--- src/rtl/flk_pkg.sv ---
package flk_pkg;

    typedef enum logic {
        ST_LOCKED  = 1'b0,
        ST_ACQUIRE = 1'b1
    } lock_st_e;

    // Whole-tick threshold for a ppm limit over a nominal count of 2^nom_log2
    function automatic longint ppm_to_count(input int nom_log2, input int ppm);
        longint nom;
        nom = longint'(1) << nom_log2;
        return (nom * longint'(ppm)) / longint'(1000000);
    endfunction

endpackage

--- src/rtl/flk_fall.sv ---
module flk_fall (
    input  logic clk,
    input  logic rst_n,
    input  logic lvl,
    output logic fall
);
    logic seen_d, seen_q;

    always_comb begin
        seen_d = lvl;
    end

    always_ff @(posedge clk or negedge rst_n) begin
        if (!rst_n) seen_q <= 1'b0;
        else        seen_q <= seen_d;
    end

    assign fall = seen_q & ~lvl;

endmodule

--- src/rtl/flk_window.sv ---
module flk_window #(
    parameter int WIN_LOG2   = 14,
    parameter int RATIO_LOG2 = 6,
    parameter int CNT_W      = WIN_LOG2 + RATIO_LOG2 + 2,
    parameter int ERR_W      = CNT_W + 1
) (
    input  logic             clk,
    input  logic             rst_n,
    input  logic             ref_tick,
    input  logic             osc_tick,
    input  logic             restart_fall,
    output logic             win_valid,
    output logic [ERR_W-1:0] win_err
);
    localparam logic [ERR_W-1:0] NOM_CNT = ERR_W'(longint'(1) << (WIN_LOG2 + RATIO_LOG2));
    localparam logic [CNT_W-1:0] CNT_MAX = {CNT_W{1'b1}};
    localparam logic [WIN_LOG2-1:0] REF_LAST = {WIN_LOG2{1'b1}};

    typedef struct packed {
        logic [WIN_LOG2-1:0] ref_cnt;
        logic [CNT_W-1:0]    osc_cnt;
        logic                valid;
        logic [ERR_W-1:0]    err;
    } win_t;

    win_t st_d, st_q;
    logic [CNT_W-1:0] osc_sum;
    logic             last_ref;

    always_comb begin
        st_d     = st_q;
        osc_sum  = st_q.osc_cnt;
        if (osc_tick && (st_q.osc_cnt != CNT_MAX)) osc_sum = st_q.osc_cnt + CNT_W'(1);
        last_ref = ref_tick && (st_q.ref_cnt == REF_LAST);
        if (restart_fall) begin
            st_d.ref_cnt = '0;
            st_d.osc_cnt = '0;
            st_d.valid   = 1'b0;
        end else if (last_ref) begin
            st_d.ref_cnt = '0;
            st_d.osc_cnt = '0;
            st_d.valid   = 1'b1;
            st_d.err     = {1'b0, osc_sum} - NOM_CNT;
        end else begin
            st_d.ref_cnt = st_q.ref_cnt + WIN_LOG2'(ref_tick);
            st_d.osc_cnt = osc_sum;
            st_d.valid   = 1'b0;
        end
    end

    always_ff @(posedge clk or negedge rst_n) begin
        if (!rst_n) st_q <= '0;
        else        st_q <= st_d;
    end

    assign win_valid = st_q.valid;
    assign win_err   = st_q.err;

    // a completed window is reported by a single-cycle strobe
    a_r2_one_shot: assert property (@(posedge clk) disable iff (!rst_n)
        win_valid |=> !win_valid);

    // a restart discards the window in progress
    a_r8_restart_window: assert property (@(posedge clk) disable iff (!rst_n)
        restart_fall |=> (!win_valid && st_q.ref_cnt == '0));

endmodule

--- src/rtl/flk_hyst.sv ---
module flk_hyst #(
    parameter int     ERR_W       = 23,
    parameter longint THR_ASSERT  = 1048,
    parameter longint THR_RELEASE = 262
) (
    input  logic             clk,
    input  logic             rst_n,
    input  logic             win_valid,
    input  logic [ERR_W-1:0] win_err,
    input  logic             restart_fall,
    input  logic             clr_fall,
    input  logic             cfg_pin_sticky,
    output logic             lol_live,
    output logic             lol_sticky,
    output logic             lol_pin
);
    import flk_pkg::*;

    localparam logic [ERR_W-1:0] LIM_A = ERR_W'(THR_ASSERT);
    localparam logic [ERR_W-1:0] LIM_R = ERR_W'(THR_RELEASE);

    typedef struct packed {
        lock_st_e st;
        logic     sticky;
    } hyst_t;

    hyst_t st_d, st_q;
    logic [ERR_W-1:0] mag;
    logic             loss_evt;

    always_comb begin
        st_d     = st_q;
        loss_evt = 1'b0;
        mag      = win_err[ERR_W-1] ? (~win_err + ERR_W'(1)) : win_err;
        if (restart_fall) begin
            st_d.st = ST_ACQUIRE;
        end else if (win_valid) begin
            if (mag > LIM_A) begin
                st_d.st  = ST_ACQUIRE;
                loss_evt = (st_q.st == ST_LOCKED);
            end else if (mag <= LIM_R) begin
                st_d.st = ST_LOCKED;
            end
        end
        st_d.sticky = loss_evt | (st_q.sticky & ~clr_fall);
    end

    always_ff @(posedge clk or negedge rst_n) begin
        if (!rst_n) begin
            st_q.st     <= ST_ACQUIRE;
            st_q.sticky <= 1'b0;
        end else begin
            st_q <= st_d;
        end
    end

    assign lol_live   = (st_q.st == ST_ACQUIRE);
    assign lol_sticky = st_q.sticky;
    assign lol_pin    = cfg_pin_sticky ? lol_sticky : lol_live;

    // the flag only rises after a measurement or a restart
    a_r3_rise_cause: assert property (@(posedge clk) disable iff (!rst_n)
        $rose(lol_live) |-> ($past(win_valid) || $past(restart_fall)));

    // the flag only falls after a measurement without a restart
    a_r4_fall_cause: assert property (@(posedge clk) disable iff (!rst_n)
        $fell(lol_live) |-> ($past(win_valid) && !$past(restart_fall)));

    // a measured loss always leaves the sticky bit set
    a_r5_loss_sets: assert property (@(posedge clk) disable iff (!rst_n)
        ($rose(lol_live) && !$past(restart_fall)) |-> lol_sticky);

    // without a clear, the sticky bit holds
    a_r5_sticky_keeps: assert property (@(posedge clk) disable iff (!rst_n)
        (lol_sticky && !clr_fall) |=> lol_sticky);

    // a clear with no measurement pending empties the sticky bit
    a_r6_clear: assert property (@(posedge clk) disable iff (!rst_n)
        (clr_fall && !win_valid) |=> !lol_sticky);

    // a restart always enters acquisition
    a_r8_restart_acq: assert property (@(posedge clk) disable iff (!rst_n)
        restart_fall |=> lol_live);

endmodule

--- src/rtl/freq_lock_det.sv ---
module freq_lock_det #(
    parameter int WIN_LOG2     = 14,
    parameter int RATIO_LOG2   = 6,
    parameter int ASSERT_PPM   = 1000,
    parameter int RELEASE_PPM  = 250,
    localparam int ERR_W       = WIN_LOG2 + RATIO_LOG2 + 3
) (
    input  logic                    clk,
    input  logic                    rst_n,
    input  logic                    ref_tick,
    input  logic                    osc_tick,
    input  logic                    cfg_pin_sticky,
    input  logic                    ctl_sticky_clr,
    input  logic                    ctl_restart,
    output logic                    lol_pin,
    output logic                    lol_live,
    output logic                    lol_sticky,
    output logic                    meas_valid,
    output logic signed [ERR_W-1:0] meas_err
);
    localparam int     CNT_W  = ERR_W - 1;
    localparam longint THR_A  = flk_pkg::ppm_to_count(WIN_LOG2 + RATIO_LOG2, ASSERT_PPM);
    localparam longint THR_R  = flk_pkg::ppm_to_count(WIN_LOG2 + RATIO_LOG2, RELEASE_PPM);

    logic             clr_fall;
    logic             restart_fall;
    logic             win_valid;
    logic [ERR_W-1:0] win_err;

    flk_fall u_clr_edge (
        .clk   (clk),
        .rst_n (rst_n),
        .lvl   (ctl_sticky_clr),
        .fall  (clr_fall)
    );

    flk_fall u_restart_edge (
        .clk   (clk),
        .rst_n (rst_n),
        .lvl   (ctl_restart),
        .fall  (restart_fall)
    );

    flk_window #(
        .WIN_LOG2   (WIN_LOG2),
        .RATIO_LOG2 (RATIO_LOG2),
        .CNT_W      (CNT_W),
        .ERR_W      (ERR_W)
    ) u_window (
        .clk          (clk),
        .rst_n        (rst_n),
        .ref_tick     (ref_tick),
        .osc_tick     (osc_tick),
        .restart_fall (restart_fall),
        .win_valid    (win_valid),
        .win_err      (win_err)
    );

    flk_hyst #(
        .ERR_W       (ERR_W),
        .THR_ASSERT  (THR_A),
        .THR_RELEASE (THR_R)
    ) u_hyst (
        .clk            (clk),
        .rst_n          (rst_n),
        .win_valid      (win_valid),
        .win_err        (win_err),
        .restart_fall   (restart_fall),
        .clr_fall       (clr_fall),
        .cfg_pin_sticky (cfg_pin_sticky),
        .lol_live       (lol_live),
        .lol_sticky     (lol_sticky),
        .lol_pin        (lol_pin)
    );

    assign meas_valid = win_valid;
    assign meas_err   = $signed(win_err);

    // out of reset, acquisition with the sticky bit clear
    a_r1_reset_state: assert property (@(posedge clk)
        $rose(rst_n) |-> (lol_live && !lol_sticky && !meas_valid));

endmodule

--- config.mk ---
export PLATFORM = sky130hd
export DESIGN_NAME = freq_lock_det
export DESIGN_NICKNAME = d
export VERILOG_FILES = /design/src/rtl/flk_pkg.sv /design/src/rtl/flk_fall.sv /design/src/rtl/flk_window.sv /design/src/rtl/flk_hyst.sv /design/src/rtl/freq_lock_det.sv
export SDC_FILE = /design/constraint.sdc
export NUM_CORES = 1
export LEC_CHECK = 0
export ABC_AREA = 1
export CAP_MARGIN = 20
export CORE_MARGIN = 4
export CORE_UTILIZATION = 25
export DETAILED_ROUTE_END_ITERATION = 8
export PLACE_DENSITY = 0.39
export SLEW_MARGIN = 20
export SYNTH_ARGS = -nofsm -noshare
export SYNTH_HDL_FRONTEND = slang
export SYNTH_SLANG_ARGS = --single-unit
--- constraint.sdc ---
create_clock -name clk -period 2.4 [get_ports clk]
set_input_delay 0.36 -clock clk [delete_from_list [all_inputs] [get_ports clk]]
set_output_delay 0.36 -clock clk [all_outputs]
set_load 0.02 [all_outputs]
* After elaboration in Yosys (flattened, before gate mapping) *
Cells that the tools add are included.

storage, ports and cells
  register bits after elaboration = 64
  input bits = 7
  word-level logic and storage cells = 44

operators by class
  add/subtract/negate cells = 4
  magnitude comparators = 2
  eq/ne operators = 2
  mux-type cells = 12
  bitwise operators = 10
  reductions and logical operators = 6

operator list
  kind                                                                     count
  37-bit 2-to-1 mux                                                        2
  23-bit by 1-bit adder with 23-bit output (second input constant)         1
  23-bit by 11-bit > comparator with 1-bit output (second input constant)  1
  23-bit by 9-bit <= comparator with 1-bit output (second input constant)  1
  23-bit 2-to-1 mux                                                        1
  23-bit inverter                                                          1
  22-bit by 21-bit subtractor with 23-bit output (second input constant)   1
  22-bit by 1-bit adder with 22-bit output (second input constant)         1
  22-bit 2-to-1 mux                                                        1
  22-bit inequality test (second input constant)                           1
  14-bit by 1-bit adder with 14-bit output                                 1
  14-bit equality test (second input constant)                             1
  1-bit 2-to-1 mux                                                         8
  1-bit inverter                                                           5
  2-bit AND reduction                                                      2
  1-bit AND                                                                3
  3-bit nonzero test                                                       1
  1-bit logical AND                                                        2
  2-bit nonzero test                                                       1
  1-bit OR                                                                 1

* Depth between registers and ports, before layout *
  word-level depth = 8
  gate-level depth with buffers = 14
  mapped depth without buffers = 14

* Hierarchy *
Synthesis repeated with hierarchy kept, for this count alone.

second synthesis, totals
  cells, all modules = 675
  area, all modules = 4575.6 um^2

modules (own cells, without submodules)
  module      times used  cells each  area each (um^2)  seq. area each (um^2)
  flk_window  1           467         3498.4            1501.4
  flk_hyst    1           202         1007.2            51.3
  flk_fall    2           3           35.0              25.0

* Worst setup path after synthesis *
OpenSTA, ideal clock, no wires.

  path type = register to register
  from = register u_window.st_q[24] in the netlist's numbering
  to = register u_window.st_q, in the netlist u_window.win_err[21]
  library setup time = 0.076 ns
  arrival = 1.856 ns
  path slack = 0.467 ns
  stages on the path, launching flop included = 13
  path through = dfrtp_1 ha_1 inv_1 nor3_2 nand2_2 nor2_2 nand2_2 nand2_8 nor3_4 nand4_1 xor2_1 ha_1 o21ai_1

on the way
  cells in the longest elaborated chain, start to end = 4

ends and longest elaborated chain
  what                                                                                              line              RTL
  start, declared                                                                                   flk_window.sv:26  win_t st_d, st_q;
  start signal, assigned                                                                            flk_window.sv:53  else st_q <= st_d;
  parallel branches: the longest is 2 deep, another holds 22-bit by 1-bit adder with 22-bit output  --
  22-bit 2-to-1 mux *                                                                               flk_window.sv:33  if (osc_tick && (st_q.osc_cnt != CNT_MAX)) osc_sum = st_q.osc_cnt + CNT_W'(1);
  22-bit by 21-bit subtractor with 23-bit output *                                                  flk_window.sv:43  st_d.err = {1'b0, osc_sum} - NOM_CNT;

Every way passes the cells marked *.
A chain may end at the register's enable or synchronous reset.

* Final worst setup path *
Same ends and word-level chain as after synthesis.

==> impl_metrics.py <==
metrics = {
    "run_status": {
        "status": "finished, final reports clean",
    },
    "critical_path": {
        "endpoint_of_the_most_critical_register_to_register_path": "u_window.win_err[21]",
        "cp_data_required_time_ns": 2.66,
        "timing.critical_path.buf_inv": 1,
        "regToRegSetupSlack_ns": 0.26,
        "critical-path-top-delay-family": "simple AND/OR/NAND/NOR gates",
        "crit_path_start_kind": "flip-flop",
        "max_stage_delay_ns": 0.40,
        "series_of_cell_instances_along_the_critical_path": "ha_1 -> inv_1 -> nor3_2 -> nand2_2 -> nor2_2 -> nand2_2 -> nand2_8 -> nor3_4 -> nand4_1 -> xor2_1 -> ha_1 -> o21ai_1",
        "rr_startpoint": "u_window.st_q[24]",
        "reg2regPathDepth": 12,
        "path_max_fanout": 7,
        "cp-end-kind": "flip-flop",
        "critPathKind": "reg -> reg",
        "crit_arrival_ns": 2.40,
        "timing.critical_path.slowest_stage_cell": "dfrtp_1",
    },
    "yosys": {
        "largest_family_of_logic_cells_by_synthesized_area": "simple AND/OR/NAND/NOR gates",
        "synthesis.area_per_instance_um2": 7.61,
        "post_synth_inst_count": 527,
        "synth_area_um2": 4010,
        "fraction_of_synthesized_cell_area_taken_by_the_top_area_cell_type_pct": 39.3,
        "synth_top_cell_by_area": "dfrtp_1",
        "ys_types": 43,
        "synth.area.top_cells": "dfrtp_1 (39%), nand2_1 (11%), nor2_1 (7.0%)",
        "synth.yosys.warnings": 0,
        "synth_seq_cells": 64,
        "sequential_element_share_of_the_synthesized_area_pct": 40.0,
        "synth_fp_nets": 540,
        "synth_compound_gate_area_share_pct": 7.15,
        "portion_of_netlist_area_occupied_by_mux_cells_pct": 0.531,
        "synth_xor_xnor_area_share_pct": 6.09,
        "basic_gate_share_of_the_synthesized_area_counting_and_or_nand_and_nor_cells_pct": 33.3,
        "synthesized_area_fraction_occupied_by_adder_cells_pct": 1.87,
    },
    "floorplanning": {
        "dieArea_um2": 18100,
        "fp-row-count": 46,
        "io_pins": 34,
        "die_h_um": 135,
        "die_x_um": 135,
        "floorplan.initialDensity_pct": 25.4,
        "core_area_um2": 15800,
    },
    "global_routing": {
        "grt_antenna_before_repair": 0,
        "grt_use_total_pct": 11.9,
        "grt_first_pass_wirelength_mm": 17.3,
        "first_global_vias": 3386,
        "grt_overflow": 0,
        "grt_start_max_net_pins": 65,
    },
    "layout": {
        "antenna_cells_inserted": 0,
        "most-common-layout-cells": "nand2_1 (118), nor2_1 (75), dfrtp_1 (63)",
        "postLayoutCellArea_um2": 4790,
        "fraction_of_final_layout_cells_with_drive_strength_greater_than_1_pct": 11.9,
        "finalNonFillerCells": 769,
        "flow.area_growth_from_synthesis_pct": 19.5,
        "final_common_cell": "nand2_1",
        "final_core_util_pct": 30.4,
        "final_nets": 561,
    },
    "sta": {
        "report.final.setup_viol": 0,
        "finalWorstPathRequiredPeriod_ns": 2.14,
        "setup_repair_after_global_routing_missed_its_margin": "false",
        "max_slew.worst_pin.slew_ns": 0.437,
        "maximum_clock_frequency_mhz": 468,
        "drv_slew": 0,
        "finalClockSkew_ns": 0.00452,
        "slew_headroom_pct": 70.6,
        "fin_setup_tns_ns": 0,
        "report.final.hold_viol_count": 0,
        "fin_crit_sh_pct": 89.1,
    },
    "routing": {
        "drt-initial-drc-count": 163,
        "route.antenna.remaining_nets": 0,
        "totalWireLength_mm": 10.3,
        "viasPerCell": 4.34,
        "drc_errors": 0,
        "detail_route.wl_per_cell_um": 13.4,
        "dr_total_vias": 3337,
        "dr.pass1.iters": 5,
    },
    "clock_network": {
        "post-cts-setup-buffers": 0,
        "count_of_h_tree_levels_built_during_cts": 3,
        "tritoncts.num_buffers": 9,
        "clock-sinks": 64,
        "cts_tree": "built",
        "cts_root_buf": "clkbuf_16",
        "number_of_gates_given_a_new_drive_strength_after_cts": 0,
        "clock_path_buffers": 2,
        "postCtsHoldBufs": 0,
        "clkSlewWorstSetupHoldPaths_ns": 0.05,
        "clk_latency_ns": 0.33,
    },
    "place": {
        "io_buffers": 33,
        "post_dp_cell_area_um2": 4500,
        "place.detailed.hpwl_mm": 7.81,
        "dp.cells": 753,
        "routability_congestion_estimate_from_global_placement": 0.862,
    },
    "power": {
        "total_power_w": 0.00280,
        "vdd.ir_drop.worst_v": 0.000285,
        "power-per-cell-area_nw_per_um2": 584,
        "total_leakage_power_nw": 2.16,
    },
    "job": {
        "timing.max_cap.violations": 0,
    },
    "hold_path": {
        "min_delay_worst_type": "in -> async",
    },
}
[worst max path at each step]
stage | startpoint | end | slack [ns] | cells past startpoint
2_1_floorplan | u_window.st_q[24] | u_window.win_err[21] | 0.47 | 12
3_3_place_gp | u_window.st_q[24] | u_window.win_err[21] | 0.31 | 12
3_5_place_dp | u_window.st_q[24] | u_window.win_err[21] | 0.28 | 12
4_1_cts | u_window.st_q[24] | u_window.win_err[21] | 0.26 | 12
5_1_grt | u_window.st_q[24] | u_window.win_err[21] | 0.13 | 12
6_report | u_window.st_q[24] | u_window.win_err[21] | 0.26 | 12
[report_power, final]
part | internal [W] | switching [W] | leakage [nW]
clock network | 0.000831 | 0.000459 | 0.140
registers | 0.00113 | 0.0000563 | 0.860
logic | 0.000117 | 0.000200 | 1.16
[per-layer routing]
layer / routed length, um / global-route usage, % / vias to the layer above
li1: - / - / 1714
met1: 5140 / 16.5 / 1550
met2: 4640 / 18.3 / 58
met3: 237 / 1.86 / 15
met4: 269 / 5.60 / 0
met5: 0 / 0 / -
[worst register-to-register path, cell delays in order (launching register included)]
cell and delay, ns:
dfrtp_1 0.40, ha_1 0.25, inv_1 0.09, nor3_2 0.05
nand2_2 0.08, nor2_2 0.04, nand2_2 0.10, nand2_8 0.10
nor3_4 0.23, nand4_1 0.14, xor2_1 0.21, ha_1 0.26
o21ai_1 0.12
[cells in the mapped netlist (all sizes together)]
library cell,instances
nand4,10
o22ai,1
nor3b,1
dfstp,1
nand3,33
nand3b,6
a21boi,1
o21ai,36
nor4b,1
xnor2,4
nor2,83
a21oi,10
clkbuf,2
buf,31
a211oi,1
mux2i,1
a31oi,3
inv,58
a221oi,1
xor2,23
ha,6
nor3,21
nor4,2
nand2,127
mux2,1
dfrtp,63
[state kept, by name, summed over array words and instances, names as in the netlist]
| name | count |
|---|---|
| u_clr_edge.seen_q | 1 |
| u_hyst.lol_live | 1 |
| u_hyst.lol_sticky | 1 |
| u_restart_edge.seen_q | 1 |
| u_window.st_q | 36 |
| u_window.win_err | 23 |
| u_window.win_valid | 1 |
[layout make-up]
class / count / area [um^2]
inverters: 58 / 223
clock inverters: 3 / 42.5
fillers: 1740 / 11000
repair buffers: 43 / 438
well taps: 216 / 270
clock buffers: 13 / 250
flip-flops and latches: 64 / 1600
multi-input cells: 372 / 1960
[through the flow]
stage                     hold slack, ns  worst slack (ns)
after floorplan                   0.0644             0.467
after global placement             0.409             0.307
after detailed placement           0.412             0.276
after CTS                         0.0552             0.264
after global routing              0.0664             0.126
final                             0.0447             0.261
[cell families after synthesis]
logic type | after synthesis
AND/OR/NAND/NOR | 284
buffers and inverters | 91
flip-flops | 64
AO/OA/AOI/OAI | 53
XOR/XNOR | 27
adder cells (fa/ha/maj) | 6
multiplexers | 2
(Power assumes the default switching activity.)
